[src/rtl/flat_ape_pkg.sv]
package flat_ape_pkg;

   typedef enum logic [1:0] {
      DST_NONE    = 2'b00,
      DST_GLOBAL  = 2'b01,
      DST_SHARED  = 2'b10,
      DST_PRIVATE = 2'b11
   } dest_e;

   typedef enum logic [1:0] {
      CLS_GLOBAL  = 2'd0,
      CLS_SHARED  = 2'd1,
      CLS_PRIVATE = 2'd2,
      CLS_HOLE    = 2'd3
   } cls_e;

   // window index 0 is shared, index 1 is private
   localparam int unsigned APE_COUNT = 2;
   localparam int unsigned APE_SHR   = 0;
   localparam int unsigned APE_PRV   = 1;

   function automatic dest_e cls_to_dest(input cls_e c);
      case (c)
         CLS_SHARED:  return DST_SHARED;
         CLS_PRIVATE: return DST_PRIVATE;
         default:     return DST_GLOBAL;
      endcase
   endfunction

endpackage

[src/rtl/flat_ape_match.sv]
module flat_ape_match #(
   parameter int unsigned PAGE_W = 48
) (
   input  logic              en,
   input  logic [PAGE_W-1:0] page,
   input  logic [PAGE_W-1:0] lo,
   input  logic [PAGE_W-1:0] hi,
   output logic              hit
);

   logic ge_lo;
   logic le_hi;

   always_comb begin
      ge_lo = (page >= lo);
      le_hi = (page <= hi);
      hit   = en & ge_lo & le_hi;
   end

endmodule

[src/rtl/flat_ape_classify.sv]
module flat_ape_classify
   import flat_ape_pkg::*;
#(
   parameter int unsigned ADDR_W    = 64,
   parameter int unsigned APE_SHIFT = 16,
   parameter int unsigned NARROW_W  = 32,
   parameter int unsigned HOLE_LSB  = 47
) (
   input  logic [ADDR_W-1:0]                                   addr,
   input  logic                                                narrow,
   input  logic [APE_COUNT-1:0][ADDR_W-APE_SHIFT-1:0]          wide_lo,
   input  logic [APE_COUNT-1:0][ADDR_W-APE_SHIFT-1:0]          wide_hi,
   input  logic [APE_COUNT-1:0][NARROW_W-APE_SHIFT-1:0]        narrow_pg,
   output cls_e                                                cls
);

   localparam int unsigned PAGE_W  = ADDR_W - APE_SHIFT;
   localparam int unsigned NPAGE_W = NARROW_W - APE_SHIFT;
   localparam int unsigned TOP_W   = ADDR_W - HOLE_LSB;
   localparam int unsigned PAD_W   = PAGE_W - NPAGE_W;

   logic [PAGE_W-1:0]    page_sel;
   logic [TOP_W-1:0]     top_bits;
   logic                 in_hole;
   logic [APE_COUNT-1:0] hit;

   always_comb begin
      if (narrow) page_sel = {{PAD_W{1'b0}}, addr[NARROW_W-1:APE_SHIFT]};
      else        page_sel = addr[ADDR_W-1:APE_SHIFT];
   end

   generate
      for (genvar i = 0; i < APE_COUNT; i++) begin : g_ape
         logic [PAGE_W-1:0] lo_sel;
         logic [PAGE_W-1:0] hi_sel;
         logic              en_sel;

         always_comb begin
            if (narrow) begin
               lo_sel = {{PAD_W{1'b0}}, narrow_pg[i]};
               hi_sel = {{PAD_W{1'b0}}, narrow_pg[i]};
               en_sel = |narrow_pg[i];
            end else begin
               lo_sel = wide_lo[i];
               hi_sel = wide_hi[i];
               en_sel = 1'b1;
            end
         end

         flat_ape_match #(.PAGE_W(PAGE_W)) u_match (
            .en   (en_sel),
            .page (page_sel),
            .lo   (lo_sel),
            .hi   (hi_sel),
            .hit  (hit[i])
         );
      end
   endgenerate

   always_comb begin
      top_bits = addr[ADDR_W-1:HOLE_LSB];
      in_hole  = !narrow && (|top_bits) && !(&top_bits);
      if (hit[APE_SHR])      cls = CLS_SHARED;
      else if (hit[APE_PRV]) cls = CLS_PRIVATE;
      else if (in_hole)      cls = CLS_HOLE;
      else                   cls = CLS_GLOBAL;
   end

endmodule

[src/rtl/flat_ape_router.sv]
module flat_ape_router
   import flat_ape_pkg::*;
#(
   parameter int unsigned ADDR_W    = 64,
   parameter int unsigned APE_SHIFT = 16,
   parameter int unsigned NARROW_W  = 32,
   parameter int unsigned HOLE_LSB  = 47,
   parameter int unsigned LEN_W     = 6
) (
   input  logic                            clk,
   input  logic                            rst_n,
   input  logic                            in_valid,
   input  logic [ADDR_W-1:0]               in_addr,
   input  logic [LEN_W-1:0]                in_len_m1,
   input  logic                            in_atc,
   input  logic                            in_ptr32,
   input  logic                            in_is_flat,
   input  logic [ADDR_W-APE_SHIFT-1:0]     cfg_shr_base,
   input  logic [ADDR_W-APE_SHIFT-1:0]     cfg_shr_limit,
   input  logic [ADDR_W-APE_SHIFT-1:0]     cfg_prv_base,
   input  logic [ADDR_W-APE_SHIFT-1:0]     cfg_prv_limit,
   input  logic [NARROW_W-APE_SHIFT-1:0]   cfg_shr_page32,
   input  logic [NARROW_W-APE_SHIFT-1:0]   cfg_prv_page32,
   output logic                            out_valid,
   output logic [1:0]                      out_dest,
   output logic                            out_viol
);

   localparam int unsigned PAGE_W  = ADDR_W - APE_SHIFT;
   localparam int unsigned NPAGE_W = NARROW_W - APE_SHIFT;
   localparam int unsigned ENDS    = 2;

   // elaboration-time parameter checks
   generate
      if (APE_SHIFT >= NARROW_W) begin : g_bad_shift
         $error("APE_SHIFT must be below NARROW_W");
      end
      if (NARROW_W >= HOLE_LSB) begin : g_bad_narrow
         $error("NARROW_W must be below HOLE_LSB");
      end
      if (HOLE_LSB >= ADDR_W) begin : g_bad_hole
         $error("HOLE_LSB must be below ADDR_W");
      end
      if (LEN_W > APE_SHIFT) begin : g_bad_len
         $error("payload may not exceed one window page");
      end
   endgenerate

   logic                                  narrow;
   logic [ADDR_W-1:0]                     last_addr;
   logic [ENDS-1:0][ADDR_W-1:0]           end_addr;
   cls_e                                  end_cls [ENDS];
   logic [APE_COUNT-1:0][PAGE_W-1:0]      wide_lo;
   logic [APE_COUNT-1:0][PAGE_W-1:0]      wide_hi;
   logic [APE_COUNT-1:0][NPAGE_W-1:0]     narrow_pg;
   logic                                  straddle;
   logic                                  hole_start;
   logic                                  viol_c;
   dest_e                                 dest_c;

   // mode decode: the pointer-width bit only counts with translation on
   always_comb begin
      narrow = in_atc & in_ptr32;
   end

   // one full-width adder; its low bits give the 32-bit wrap for free
   always_comb begin
      last_addr   = in_addr + {{(ADDR_W-LEN_W){1'b0}}, in_len_m1};
      end_addr[0] = in_addr;
      end_addr[1] = last_addr;
   end

   always_comb begin
      wide_lo[APE_SHR]   = cfg_shr_base;
      wide_hi[APE_SHR]   = cfg_shr_limit;
      wide_lo[APE_PRV]   = cfg_prv_base;
      wide_hi[APE_PRV]   = cfg_prv_limit;
      narrow_pg[APE_SHR] = cfg_shr_page32;
      narrow_pg[APE_PRV] = cfg_prv_page32;
   end

   generate
      for (genvar e = 0; e < ENDS; e++) begin : g_end
         flat_ape_classify #(
            .ADDR_W    (ADDR_W),
            .APE_SHIFT (APE_SHIFT),
            .NARROW_W  (NARROW_W),
            .HOLE_LSB  (HOLE_LSB)
         ) u_cls (
            .addr      (end_addr[e]),
            .narrow    (narrow),
            .wide_lo   (wide_lo),
            .wide_hi   (wide_hi),
            .narrow_pg (narrow_pg),
            .cls       (end_cls[e])
         );
      end
   endgenerate

   always_comb begin
      straddle   = (end_cls[0] != end_cls[1]);
      hole_start = (end_cls[0] == CLS_HOLE);
      viol_c     = in_is_flat & (straddle | hole_start);
      dest_c     = viol_c ? DST_NONE : cls_to_dest(end_cls[0]);
   end

   always_ff @(posedge clk) begin
      if (!rst_n) begin
         out_valid <= 1'b0;
         out_dest  <= DST_NONE;
         out_viol  <= 1'b0;
      end else begin
         out_valid <= in_valid;
         out_dest  <= in_valid ? dest_c : DST_NONE;
         out_viol  <= in_valid & viol_c;
      end
   end

endmodule

[config.mk]
export PLATFORM = sky130hd
export DESIGN_NAME = flat_ape_router
export DESIGN_NICKNAME = d
export VERILOG_FILES = /design/src/rtl/flat_ape_pkg.sv /design/src/rtl/flat_ape_match.sv /design/src/rtl/flat_ape_classify.sv /design/src/rtl/flat_ape_router.sv
export SDC_FILE = /design/constraint.sdc
export NUM_CORES = 1
export LEC_CHECK = 0
export BUFFER_PORTS_ARGS = -buffer_cell sky130_fd_sc_hd__buf_4
export CAP_MARGIN = 10
export CELL_PAD_IN_SITES_DETAIL_PLACEMENT = 0
export CELL_PAD_IN_SITES_GLOBAL_PLACEMENT = 1
export CORE_MARGIN = 2
export CORE_UTILIZATION = 43
export DETAILED_ROUTE_END_ITERATION = 7
export GPL_ROUTABILITY_DRIVEN = 1
export PLACE_DENSITY = 0.91
export SLEW_MARGIN = 20
export SYNTH_ARGS = -nofsm -noshare
export SYNTH_HDL_FRONTEND = slang
export SYNTH_SLANG_ARGS = --single-unit
[constraint.sdc]
create_clock -name clk -period 10 [get_ports clk]
set_input_delay 0.5 -clock clk [delete_from_list [all_inputs] [get_ports clk]]
set_output_delay 0.5 -clock clk [all_outputs]
set_load 0.005 [all_outputs]
==> summary.json, run 1 <==
{
  "outcome": {"value": "complete, no violations"},
  "worst_hold_startpoint": {"value": "in_is_flat"},
  "power-per-cell-area": {"value": 56.3, "unit": "nW/um^2"},
  "multi_input_area": {"value": 11000, "unit": "sq um"},
  "share_of_post_route_cells_with_drive_strength_above_1": {"value": 0.177},
  "cts_tree": {"value": "built"},
  "synthesis.yosys.warnings": {"value": 0},
  "worst_setup_path_start_kind": {"value": "primary input"},
  "cts_buffer_depth": {"value": 2},
  "drc_violations_left": {"value": 0},
  "synth_cells": {"value": 1565},
  "globalplace.congestion": {"value": 1.00},
  "switching_power": {"value": 0.416, "unit": "mW"},
  "fillerInstances": {"value": 2618},
  "fraction_of_the_core_area_covered_by_cells_at_the_end_of_the_flow": {"value": 0.538},
  "final_period_minus_worst_setup_slack": {"value": 6590, "unit": "ps"},
  "timing_max_transition_violations_final": {"value": 0},
  "cts_hold_buf": {"value": 0},
  "wl": {"value": 46500, "unit": "microns"},
  "first_global_vias": {"value": 13100},
  "synth.ff_latch_count": {"value": 4},
  "async_reset_ff_frac": {"value": 0},
  "part_of_the_yosys_area_used_for_sequential_elements": {"value": 0.00705},
  "cts.sinks": {"value": 4},
  "dieArea": {"value": 27700, "unit": "sq um"},
  "worst_hold_slack": {"value": 477, "unit": "ps"},
  "synthDominantCellAreaShare": {"value": 0.430},
  "grtUsageMet2": {"value": 0.536},
  "port-buffer-count": {"value": 303},
  "power.share.combinational": {"value": 0.898},
  "top_level_ports": {"value": 304},
  "start_util": {"value": 0.437},
  "cap_viol_max_count": {"value": 0},
  "critical_path_class": {"value": "in2reg"},
  "global_route.usage.total": {"value": 0.321},
  "setup-violations-final": {"value": 0},
  "cts.htree.levels": {"value": 1},
  "tightestPinTransition": {"value": 968, "unit": "ps"},
  "antenna_violating_nets_remaining": {"value": 0},
  "hold_end": {"value": "out_dest[1]$_SDFF_PP0_"},
  "post_synth_main_area_contributors": {"value": "sky130_fd_sc_hd__ha_1, sky130_fd_sc_hd__a21oi_1, sky130_fd_sc_hd__nand2_1, sky130_fd_sc_hd__nand4_1, sky130_fd_sc_hd__nor2_1"},
  "net_count_final": {"value": 2518},
  "dp_hpwl": {"value": 40700, "unit": "microns"},
  "slew_headroom": {"value": 0.338},
  "post_drt_wl_per_cell": {"value": 21.5, "unit": "microns"},
  "post-route-worst-setup-slack": {"value": 3410, "unit": "ps"},
  "synthesized_nets": {"value": 2255},
  "timing.critical_path.required": {"value": 10080, "unit": "ps"},
  "clk_root_buffer_cell": {"value": "sky130_fd_sc_hd__clkbuf_16"},
  "pwr-share-seq": {"value": 0.023},
  "antenna_found_initial": {"value": 4},
  "synth_largest_area_cell": {"value": "sky130_fd_sc_hd__ha_1"},
  "unrepaired_setup_endpoints_after_global_routing": {"value": "false"},
  "power.ir.vdd_worst": {"value": 0.0000475, "unit": "V"},
  "synth_cell_types": {"value": 74},
  "post-place-ws": {"value": 3340, "unit": "ps"},
  "area_growth": {"value": 23.1, "unit": "%"},
  "timing.critical_path.arrival": {"value": 6670, "unit": "ps"},
  "yosys_most_used_dff": {"value": "sky130_fd_sc_hd__dfxtp_1"},
  "post-cts-setup-buffers": {"value": 0},
  "regArea": {"value": 80.1, "unit": "sq um"},
  "number_of_enable_flip_flop_cells_after_synthesis": {"value": 0},
  "global_route.usage.met1": {"value": 0.429},
  "die_w": {"value": 166, "unit": "microns"},
  "postSynthAreaPerCell": {"value": 7.25, "unit": "sq um"},
  "report.final.hold_viol_count": {"value": 0},
  "end_kind": {"value": "register"},
  "gr-total-overflow": {"value": 0},
  "die-height": {"value": 166, "unit": "microns"},
  "grt_use_met3": {"value": 0.0473},
  "syn-cell-area": {"value": 11400, "unit": "sq um"},
  "post_synth_most_frequent_cells": {"value": "sky130_fd_sc_hd__ha_1, sky130_fd_sc_hd__nand2_1, sky130_fd_sc_hd__a21oi_1"},
  "largest_net_degree_at_the_start_of_global_routing": {"value": 78},
  "p_int": {"value": 0.371, "unit": "mW"},
  "placeableCoreArea": {"value": 26000, "unit": "sq um"},
  "timing.hold.worst.class": {"value": "in2reg"},
  "min_period_over_period": {"value": 0.659},
  "min_delay_path_depth": {"value": 2},
  "p_sw_frac": {"value": 0.529},
  "cts-resized-gates": {"value": 0},
  "routed_via_density": {"value": 6.21},
  "clock_pin_slew_on_the_worst_setup_and_hold_paths": {"value": 30, "unit": "ps"},
  "cts_buffers": {"value": 3},
  "drt_first_pass_iters": {"value": 6},
  "max_freq": {"value": 152, "unit": "MHz"},
  "core.rowCount": {"value": 59},
  "grt.busiest_layer": {"value": "met2"},
  "global_route_wire_length_before_repair": {"value": 71500, "unit": "microns"},
  "num_vias": {"value": 13400},
  "yosysMostFrequentCell": {"value": "sky130_fd_sc_hd__ha_1"},
  "leakage_component_of_the_power": {"value": 6.92, "unit": "nW"},
  "first_iter_violations": {"value": 1247},
  "critical_path_peak_fanout": {"value": 8},
  "pwr-share-clk": {"value": 0.079},
  "setup-tns-final": {"value": 0, "unit": "ps"}
}
cells by family after synthesis:
logic type                 after synthesis  synth area share
and+or+nand+nor                        646             0.285
AOI/OAI and AO/OA                      407             0.219
adders and majority gates              390             0.430
buffers and inverters                   74            0.0256
xor gates and xnor gates                42            0.0324
DFF                                      4           0.00705
muxes                                    2           0.00187
layout make-up:
type | count | area share
flip-flops and latches | 4 | 0.00573
clock buffers | 3 | 0.00537
inverters | 25 | 0.00672
well taps | 335 | 0.0300
repair buffers | 307 | 0.165
multi-input cells | 1487 | 0.786
diodes | 4 | 0.000716
stage by stage:
| stage | area, sq um | power (mW) | instances |
|---|---|---|---|
| finish | 14000 | 0.787 | 2165 |
| detailed placement | 13900 | 0.706 | 2158 |
| global route | 14000 | 0.870 | 2162 |
| global placement | 13900 | 0.692 | 2158 |
| floorplan | 11400 | 0.436 | 1565 |
| CTS | 14000 | 0.774 | 2161 |
flip-flops by register name, indices dropped and copies added, names as in the netlist:
signal / count
out_dest: 2
out_valid: 1
out_viol: 1
metal layers:
| metal | up-vias | part of all wire |
|---|---|---|
| li1 | 6554 | - |
| met1 | 6147 | 0.43 |
| met2 | 628 | 0.45 |
| met3 | 110 | 0.084 |
| met4 | 0 | 0.033 |
| met5 | - | 0 |
worst max path at each step:
stage,start,end
final,in_addr[5],out_dest[0]$_SDFF_PP0_
after global routing,in_addr[5],out_dest[0]$_SDFF_PP0_
after CTS,in_addr[5],out_dest[0]$_SDFF_PP0_
after detailed placement,in_addr[5],out_viol$_SDFF_PN0_
after global placement,in_addr[5],out_dest[0]$_SDFF_PP0_
after floorplan,in_addr[5],out_viol$_SDFF_PN0_
power groups by stage:
stage | logic [mW] | clock network (mW) | registers (mW)
2_1_floorplan | 0.418 | 0 | 0.0180
3_3_place_gp | 0.675 | 0 | 0.0179
3_5_place_dp | 0.689 | 0 | 0.0179
4_1_cts | 0.693 | 0.0632 | 0.0177
5_1_grt | 0.787 | 0.0653 | 0.0178
6_report | 0.707 | 0.0624 | 0.0177
critical path, stage by stage:
cell and delay (ps):
sky130_fd_sc_hd__buf_4 110, sky130_fd_sc_hd__ha_1 290, sky130_fd_sc_hd__nand3_1 100, sky130_fd_sc_hd__nor3_1 490, sky130_fd_sc_hd__o21a_1 300, sky130_fd_sc_hd__nand4_1 310
sky130_fd_sc_hd__or3_1 550, sky130_fd_sc_hd__or3_1 350, sky130_fd_sc_hd__a21oi_1 380, sky130_fd_sc_hd__ha_1 240, sky130_fd_sc_hd__nand4_1 90, sky130_fd_sc_hd__nor2_1 280
sky130_fd_sc_hd__nand2_1 120, sky130_fd_sc_hd__a2111oi_0 780, sky130_fd_sc_hd__a21oi_1 320, sky130_fd_sc_hd__or4_1 630, sky130_fd_sc_hd__a2bb2oi_1 280, sky130_fd_sc_hd__nor4b_1 110
sky130_fd_sc_hd__o21bai_1 310, sky130_fd_sc_hd__a311oi_2 140
cell usage in the layout, fill, tap and decap left out, types with 3 or more instances in the layout:
cell type	synthesis	final
sky130_fd_sc_hd__a31oi_1	7	7
sky130_fd_sc_hd__o21bai_1	3	3
sky130_fd_sc_hd__a21o_1	26	26
sky130_fd_sc_hd__nor4_1	27	27
sky130_fd_sc_hd__diode_2	0	4
sky130_fd_sc_hd__ha_1	390	390
sky130_fd_sc_hd__nor2b_1	8	8
sky130_fd_sc_hd__o31a_1	3	3
sky130_fd_sc_hd__dfxtp_1	4	4
sky130_fd_sc_hd__a2111oi_0	7	7
sky130_fd_sc_hd__o21a_1	10	10
sky130_fd_sc_hd__nand2_1	225	224
sky130_fd_sc_hd__xor2_1	21	21
sky130_fd_sc_hd__o211ai_1	12	12
sky130_fd_sc_hd__o21ai_0	80	80
sky130_fd_sc_hd__a22oi_1	5	5
sky130_fd_sc_hd__inv_1	25	25
sky130_fd_sc_hd__nor3b_1	3	3
sky130_fd_sc_hd__nor3_1	21	21
sky130_fd_sc_hd__nor2_1	112	112
sky130_fd_sc_hd__and2_1	31	31
sky130_fd_sc_hd__o32ai_1	4	4
sky130_fd_sc_hd__and3_1	41	41
sky130_fd_sc_hd__nand4_1	89	89
sky130_fd_sc_hd__a211o_1	3	3
sky130_fd_sc_hd__nand2b_1	8	8
sky130_fd_sc_hd__buf_4	0	307
sky130_fd_sc_hd__or3_1	9	9
sky130_fd_sc_hd__and4_1	4	4
sky130_fd_sc_hd__o2111ai_1	6	6
sky130_fd_sc_hd__a211oi_1	27	27
sky130_fd_sc_hd__clkbuf_16	0	3
sky130_fd_sc_hd__or4_1	5	5
sky130_fd_sc_hd__xnor2_1	21	21
sky130_fd_sc_hd__a21oi_1	177	177
sky130_fd_sc_hd__nand3_1	47	47
sky130_fd_sc_hd__a221oi_1	9	9
No activity file was read; power rests on OpenSTA's default activity.
==> inputs of run 2 (changes only) <==
- CORE_UTILIZATION: 43 -> 40
- PLACE_DENSITY: 0.91 -> 0.86
- clock period: 10 -> 6.67 ns (I/O delays scaled with it)
==> summary.json, run 2 (synthesis results as in run 1) <==
{
  "global_route_wire_length_before_repair": {"value": 72500, "unit": "microns"},
  "largest_reg_flops": {"value": 2},
  "routed_via_density": {"value": 6.09},
  "post-cts-setup-buffers": {"value": 0},
  "antenna_found_initial": {"value": 0},
  "port-buffer-count": {"value": 303},
  "tightestPinTransition": {"value": 919, "unit": "ps"},
  "drc_violations_left": {"value": 0},
  "critical_path_peak_fanout": {"value": 8},
  "first_iter_violations": {"value": 1013},
  "num_vias": {"value": 13500},
  "drt_first_pass_iters": {"value": 5},
  "timing.critical_path.arrival": {"value": 6420, "unit": "ps"},
  "slew_headroom": {"value": 0.372},
  "outcome": {"value": "complete, no violations"},
  "post-route-worst-setup-slack": {"value": 383, "unit": "ps"},
  "start_util": {"value": 0.407},
  "totalPowerFinal": {"value": 1.20, "unit": "mW"},
  "cts.sinks": {"value": 4},
  "leakage_component_of_the_power": {"value": 6.97, "unit": "nW"},
  "gr-total-overflow": {"value": 0},
  "placeableCoreArea": {"value": 27900, "unit": "sq um"},
  "end_kind": {"value": "register"},
  "die_w": {"value": 172, "unit": "microns"},
  "cts_tree": {"value": "built"},
  "cts_buffers": {"value": 3},
  "setup-tns-final": {"value": 0, "unit": "ps"},
  "timing.critical_path.required": {"value": 6810, "unit": "ps"},
  "setup-violations-final": {"value": 0},
  "worst_hold_startpoint": {"value": "in_is_flat"},
  "power-per-cell-area": {"value": 84.9, "unit": "nW/um^2"},
  "cap_viol_max_count": {"value": 0},
  "post_drt_wl_per_cell": {"value": 22.0, "unit": "microns"},
  "reg_top3": {"value": "out_dest (2), out_valid (1), out_viol (1)"},
  "clk_root_buffer_cell": {"value": "sky130_fd_sc_hd__clkbuf_16"},
  "wl": {"value": 48700, "unit": "microns"},
  "min_period_over_period": {"value": 0.943},
  "share_of_post_route_cells_with_drive_strength_above_1": {"value": 0.181},
  "core.rowCount": {"value": 61},
  "post-place-ws": {"value": 241, "unit": "ps"},
  "largest_net_degree_at_the_start_of_global_routing": {"value": 91},
  "timing_max_transition_violations_final": {"value": 0},
  "area_growth": {"value": 24.2, "unit": "%"},
  "top_level_ports": {"value": 304},
  "first_global_vias": {"value": 13200},
  "min_delay_path_depth": {"value": 2},
  "cts_hold_buf": {"value": 0},
  "max_freq": {"value": 159, "unit": "MHz"},
  "clock_pin_slew_on_the_worst_setup_and_hold_paths": {"value": 30, "unit": "ps"},
  "global_route.usage.total": {"value": 0.315},
  "dp_hpwl": {"value": 43100, "unit": "microns"},
  "hold_end": {"value": "out_dest[1]$_SDFF_PP0_"},
  "report.final.hold_viol_count": {"value": 0},
  "dieArea": {"value": 29700, "unit": "sq um"},
  "reg_with_most_ffs": {"value": "out_dest"},
  "unrepaired_setup_endpoints_after_global_routing": {"value": "false"},
  "power.ir.vdd_worst": {"value": 0.0000465, "unit": "V"},
  "critical_path_class": {"value": "in2reg"},
  "worst_setup_path_start_kind": {"value": "primary input"},
  "cts_buffer_depth": {"value": 2},
  "cts-resized-gates": {"value": 0},
  "cts.htree.levels": {"value": 1},
  "layout_common_cells": {"value": "sky130_fd_sc_hd__ha_1, sky130_fd_sc_hd__buf_4, sky130_fd_sc_hd__nand2_1"},
  "net_count_final": {"value": 2527},
  "die-height": {"value": 172, "unit": "microns"},
  "timing.hold.worst.class": {"value": "in2reg"},
  "antenna_violating_nets_remaining": {"value": 0},
  "num_antenna_cells": {"value": 0},
  "globalplace.congestion": {"value": 1.02},
  "final_common_cell": {"value": "sky130_fd_sc_hd__ha_1"},
  "final_period_minus_worst_setup_slack": {"value": 6290, "unit": "ps"}
}
[run 2: cell count changes in the layout (fill, tap and decap cells not counted)]
cell                      previous run  this run
sky130_fd_sc_hd__diode_2             4         0
sky130_fd_sc_hd__buf_4             307       315
sky130_fd_sc_hd__buf_12              0         1
[run 2: metrics by stage]
| stage | util | std cells | hold WS, ps | cell area [sq um] |
|---|---|---|---|---|
| 3_5_place_dp | 0.503 | 2210 | 551 | 14000 |
| 6_report | 0.506 | 2213 | 319 | 14100 |
| 2_1_floorplan | - | 1565 | 431 | 11400 |
| 4_1_cts | 0.506 | 2213 | 319 | 14100 |
| 5_1_grt | 0.506 | 2213 | 335 | 14100 |
| 3_3_place_gp | 0.503 | 2210 | 542 | 14000 |
[run 2: worst max-delay path by stage]
stage	start	to	slack, ps	cells after the start
finish	in_addr[5]	out_dest[0]$_SDFF_PP0_	380	20
global route	in_addr[5]	out_dest[0]$_SDFF_PP0_	40	20
CTS	in_addr[5]	out_dest[0]$_SDFF_PP0_	480	20
detailed placement	in_addr[5]	out_dest[0]$_SDFF_PP0_	240	20
global placement	in_addr[5]	out_dest[0]$_SDFF_PP0_	330	20
floorplan	in_addr[5]	out_viol$_SDFF_PN0_	2040	19
[run 2: routing by layer]
metal  wire, microns  vias to the layer above  part of all wire  track usage
met3            2990                       65             0.061       0.0252
met2           23000                      539              0.47        0.549
met1           21500                     6316              0.44        0.421
li1                -                     6567                 -            -
met5               0                        -                 0            0
met4            1200                        0             0.025       0.0745
[run 2: final cells by class]
cell class / count / area, sq um
clock buffer: 3 / 75.1
fill: 2863 / 13800
inverter: 25 / 93.8
timing repair buffer: 316 / 2380
sequential: 4 / 80.1
tap: 378 / 473
multi-input combinational: 1487 / 11000
[run 2: critical path, stage by stage]
cell and delay [ps]:
sky130_fd_sc_hd__buf_4 110, sky130_fd_sc_hd__ha_1 290, sky130_fd_sc_hd__nand3_1 100, sky130_fd_sc_hd__nor3_1 420
sky130_fd_sc_hd__o21a_1 320, sky130_fd_sc_hd__nand4_1 290, sky130_fd_sc_hd__or3_1 520, sky130_fd_sc_hd__or3_1 350
sky130_fd_sc_hd__a21oi_1 420, sky130_fd_sc_hd__ha_1 270, sky130_fd_sc_hd__nand4_1 210, sky130_fd_sc_hd__nor4_1 440
sky130_fd_sc_hd__a41oi_1 230, sky130_fd_sc_hd__a31oi_1 460, sky130_fd_sc_hd__a211oi_1 190, sky130_fd_sc_hd__o311ai_0 550
sky130_fd_sc_hd__o21a_1 240, sky130_fd_sc_hd__nor4b_1 250, sky130_fd_sc_hd__o21bai_1 170, sky130_fd_sc_hd__a311oi_2 250
[run 2: where the power goes]
group	switching [mW]	internal, mW	total (mW)
logic	0.615	0.459	1.07
registers	0.000979	0.0259	0.0269
clock network	0.0184	0.0768	0.0951
total	0.635	0.562	1.20
==> inputs of run 3 (changes only) <==
- ABC_AREA: not set -> 1
- CORE_UTILIZATION: 40 -> 39
==> summary.json, run 3 <==
{
  "outcome": {"value": "complete, no violations"},
  "pwr-share-seq": {"value": 0.021},
  "num_vias": {"value": 16000},
  "slew_headroom": {"value": 0.310},
  "tightestPinTransition": {"value": 1030, "unit": "ps"},
  "port-buffer-count": {"value": 303},
  "setup-tns-final": {"value": 0, "unit": "ps"},
  "timing.critical_path.arrival": {"value": 5110, "unit": "ps"},
  "cap_viol_max_count": {"value": 0},
  "start_util": {"value": 0.393},
  "net_count_final": {"value": 3216},
  "final_period_minus_worst_setup_slack": {"value": 4960, "unit": "ps"},
  "postSynthAreaPerCell": {"value": 5.84, "unit": "sq um"},
  "largest_reg_flops": {"value": 2},
  "core.rowCount": {"value": 67},
  "first_iter_violations": {"value": 1241},
  "top_level_ports": {"value": 304},
  "worst_hold_startpoint": {"value": "in_valid"},
  "num_antenna_cells": {"value": 0},
  "globalplace.congestion": {"value": 0.988},
  "synthesized_nets": {"value": 2939},
  "timing.critical_path.required": {"value": 6830, "unit": "ps"},
  "synth.ff_latch_count": {"value": 4},
  "min_delay_path_depth": {"value": 3},
  "unrepaired_setup_endpoints_after_global_routing": {"value": "false"},
  "post-cts-setup-buffers": {"value": 0},
  "critical_path_peak_fanout": {"value": 6},
  "postPlaceCellArea": {"value": 15900, "unit": "sq um"},
  "report.final.hold_viol_count": {"value": 0},
  "routed_via_density": {"value": 5.40},
  "cts-resized-gates": {"value": 0},
  "pwr-share-clk": {"value": 0.075},
  "area_growth": {"value": 21.5, "unit": "%"},
  "layout_common_cells": {"value": "sky130_fd_sc_hd__nand2_1, sky130_fd_sc_hd__ha_1, sky130_fd_sc_hd__buf_4"},
  "fraction_of_the_core_area_covered_by_cells_at_the_end_of_the_flow": {"value": 0.478},
  "synth_largest_area_cell": {"value": "sky130_fd_sc_hd__ha_1"},
  "yosysMostFrequentCell": {"value": "sky130_fd_sc_hd__nand2_1"},
  "critPathLaunch": {"value": "in_addr[5]"},
  "dieArea": {"value": 35100, "unit": "sq um"},
  "p_int": {"value": 0.552, "unit": "mW"},
  "dp_hpwl": {"value": 48700, "unit": "microns"},
  "drc_violations_left": {"value": 0},
  "antenna_found_initial": {"value": 0},
  "antenna_violating_nets_remaining": {"value": 0},
  "cts.sinks": {"value": 4},
  "synthDominantCellAreaShare": {"value": 0.372},
  "share_of_post_route_cells_with_drive_strength_above_1": {"value": 0.138},
  "leakage_component_of_the_power": {"value": 8.98, "unit": "nW"},
  "reg_top3": {"value": "out_dest (2), out_valid (1), out_viol (1)"},
  "final_common_cell": {"value": "sky130_fd_sc_hd__nand2_1"},
  "placeableCoreArea": {"value": 33400, "unit": "sq um"},
  "largest_net_degree_at_the_start_of_global_routing": {"value": 123},
  "cts_tree": {"value": "built"},
  "end_kind": {"value": "register"},
  "p_sw_frac": {"value": 0.559},
  "post-place-ws": {"value": 1650, "unit": "ps"},
  "timing.hold.worst.class": {"value": "in2reg"},
  "yosys_most_used_dff": {"value": "sky130_fd_sc_hd__dfxtp_1"},
  "reg_with_most_ffs": {"value": "out_dest"},
  "switching_power": {"value": 0.700, "unit": "mW"},
  "cts_hold_buf": {"value": 0},
  "critical_path_class": {"value": "in2reg"},
  "cts_buffers": {"value": 3},
  "first_global_vias": {"value": 15300},
  "hold_end": {"value": "out_valid$_SDFF_PN0_"},
  "cts.htree.levels": {"value": 1},
  "clock_pin_slew_on_the_worst_setup_and_hold_paths": {"value": 30, "unit": "ps"},
  "post-route-worst-setup-slack": {"value": 1710, "unit": "ps"},
  "number_of_enable_flip_flop_cells_after_synthesis": {"value": 0},
  "syn-cell-area": {"value": 13100, "unit": "sq um"},
  "final_design_area_no_fill": {"value": 16000, "unit": "sq um"},
  "min_period_over_period": {"value": 0.743},
  "synth_cells": {"value": 2249},
  "max_freq": {"value": 202, "unit": "MHz"},
  "worst_setup_path_start_kind": {"value": "primary input"},
  "post_drt_wl_per_cell": {"value": 18.7, "unit": "microns"},
  "die-height": {"value": 187, "unit": "microns"},
  "power-per-cell-area": {"value": 78.5, "unit": "nW/um^2"},
  "power.ir.vdd_worst": {"value": 0.000137, "unit": "V"},
  "gr-total-overflow": {"value": 0},
  "global_route.usage.total": {"value": 0.305},
  "synth_cell_types": {"value": 43},
  "setup-violations-final": {"value": 0},
  "die_w": {"value": 187, "unit": "microns"},
  "wl": {"value": 55500, "unit": "microns"},
  "part_of_the_yosys_area_used_for_sequential_elements": {"value": 0.00610},
  "global_route_wire_length_before_repair": {"value": 84200, "unit": "microns"},
  "synthesis.yosys.warnings": {"value": 0},
  "cts_buffer_depth": {"value": 2},
  "post_synth_main_area_contributors": {"value": "sky130_fd_sc_hd__ha_1, sky130_fd_sc_hd__nand2_1, sky130_fd_sc_hd__a21oi_1, sky130_fd_sc_hd__inv_1, sky130_fd_sc_hd__nor2_1"},
  "power.share.combinational": {"value": 0.904},
  "totalPowerFinal": {"value": 1.25, "unit": "mW"},
  "async_reset_ff_frac": {"value": 0},
  "drt_first_pass_iters": {"value": 5},
  "post_synth_most_frequent_cells": {"value": "sky130_fd_sc_hd__nand2_1, sky130_fd_sc_hd__ha_1, sky130_fd_sc_hd__inv_1"},
  "clk_root_buffer_cell": {"value": "sky130_fd_sc_hd__clkbuf_16"},
  "timing_max_transition_violations_final": {"value": 0}
}
run 3: cell count changes after synthesis, moves of 13 or more:
| cell | change |
|---|---|
| sky130_fd_sc_hd__a211oi_1 | -23 |
| sky130_fd_sc_hd__a21o_1 | -23 |
| sky130_fd_sc_hd__a21oi_1 | +18 |
| sky130_fd_sc_hd__and2_1 | -26 |
| sky130_fd_sc_hd__and3_1 | -39 |
| sky130_fd_sc_hd__clkbuf_1 | -13 |
| sky130_fd_sc_hd__inv_1 | +226 |
| sky130_fd_sc_hd__nand2_1 | +507 |
| sky130_fd_sc_hd__nand3_1 | +32 |
| sky130_fd_sc_hd__nor2_1 | +121 |
run 3: per-stage QoR:
| step | instances | hold slack (ps) |
|---|---|---|
| 2_1_floorplan | 2249 | 464 |
| 3_3_place_gp | 2969 | 572 |
| 3_5_place_dp | 2969 | 573 |
| 4_1_cts | 2972 | 339 |
| 5_1_grt | 2972 | 360 |
| 6_report | 2972 | 341 |
run 3: worst max-delay path, cell delays in order:
cell and delay [ps]:
sky130_fd_sc_hd__buf_4 110, sky130_fd_sc_hd__ha_1 330, sky130_fd_sc_hd__nand2_1 110, sky130_fd_sc_hd__nor2_1 130
sky130_fd_sc_hd__nand2_1 70, sky130_fd_sc_hd__nand3_1 220, sky130_fd_sc_hd__nand2_1 160, sky130_fd_sc_hd__nor4_1 770
sky130_fd_sc_hd__o21ai_0 180, sky130_fd_sc_hd__a21oi_1 470, sky130_fd_sc_hd__ha_1 220, sky130_fd_sc_hd__nand2_1 60
sky130_fd_sc_hd__nor2_1 130, sky130_fd_sc_hd__nand2_1 70, sky130_fd_sc_hd__nor4_1 650, sky130_fd_sc_hd__nand4_1 170
sky130_fd_sc_hd__nand4_1 150, sky130_fd_sc_hd__nand3_1 210, sky130_fd_sc_hd__nand3_1 160, sky130_fd_sc_hd__nand3_1 100
sky130_fd_sc_hd__o21bai_2 140, sky130_fd_sc_hd__nand2_1 90, sky130_fd_sc_hd__nor2_1 100
run 3: layout make-up:
| type | instances | area (sq um) |
|---|---|---|
| clock buffers | 3 | 75.1 |
| fillers | 3638 | 17400 |
| inverters | 253 | 950 |
| multi-input cells | 1958 | 12000 |
| flip-flops and latches | 4 | 80.1 |
| well taps | 448 | 561 |
| repair buffers | 306 | 2310 |
run 3: cell families after synthesis:
kind of cell	Yosys count	share of synthesized area
AND/OR/NAND/NOR	1224	0.393
AO/OA/AOI/OAI	321	0.132
adder cells (fa/ha/maj)	390	0.372
XOR/XNOR	23	0.0153
buffers and inverters	287	0.0823
flip-flops	4	0.00610
run 3: routing by layer:
metal	up-vias	GRT usage	share of wire
li1	8131	-	-
met1	7259	0.428	0.47
met2	588	0.494	0.43
met3	71	0.0355	0.069
met4	0	0.0793	0.028
met5	-	0	0
run 3: power by group through the flow:
| stage | Combinational [mW] | Sequential, mW | Clock, mW |
|---|---|---|---|
| after floorplan | 0.683 | 0.0271 | 0 |
| after global routing | 1.28 | 0.0266 | 0.0977 |
| after detailed placement | 1.11 | 0.0268 | 0 |
| after CTS | 1.12 | 0.0265 | 0.0958 |
| after global placement | 1.08 | 0.0269 | 0 |
| final | 1.13 | 0.0265 | 0.0935 |
run 3: worst max-delay path by stage:
stage	slack (ps)	cells after the start	end
2_1_floorplan	3340	26	out_dest[0]$_SDFF_PP0_
3_3_place_gp	1760	23	out_dest[1]$_SDFF_PP0_
3_5_place_dp	1650	23	out_dest[1]$_SDFF_PP0_
4_1_cts	1860	23	out_dest[1]$_SDFF_PP0_
5_1_grt	1440	23	out_dest[1]$_SDFF_PP0_
6_report	1710	23	out_dest[0]$_SDFF_PP0_
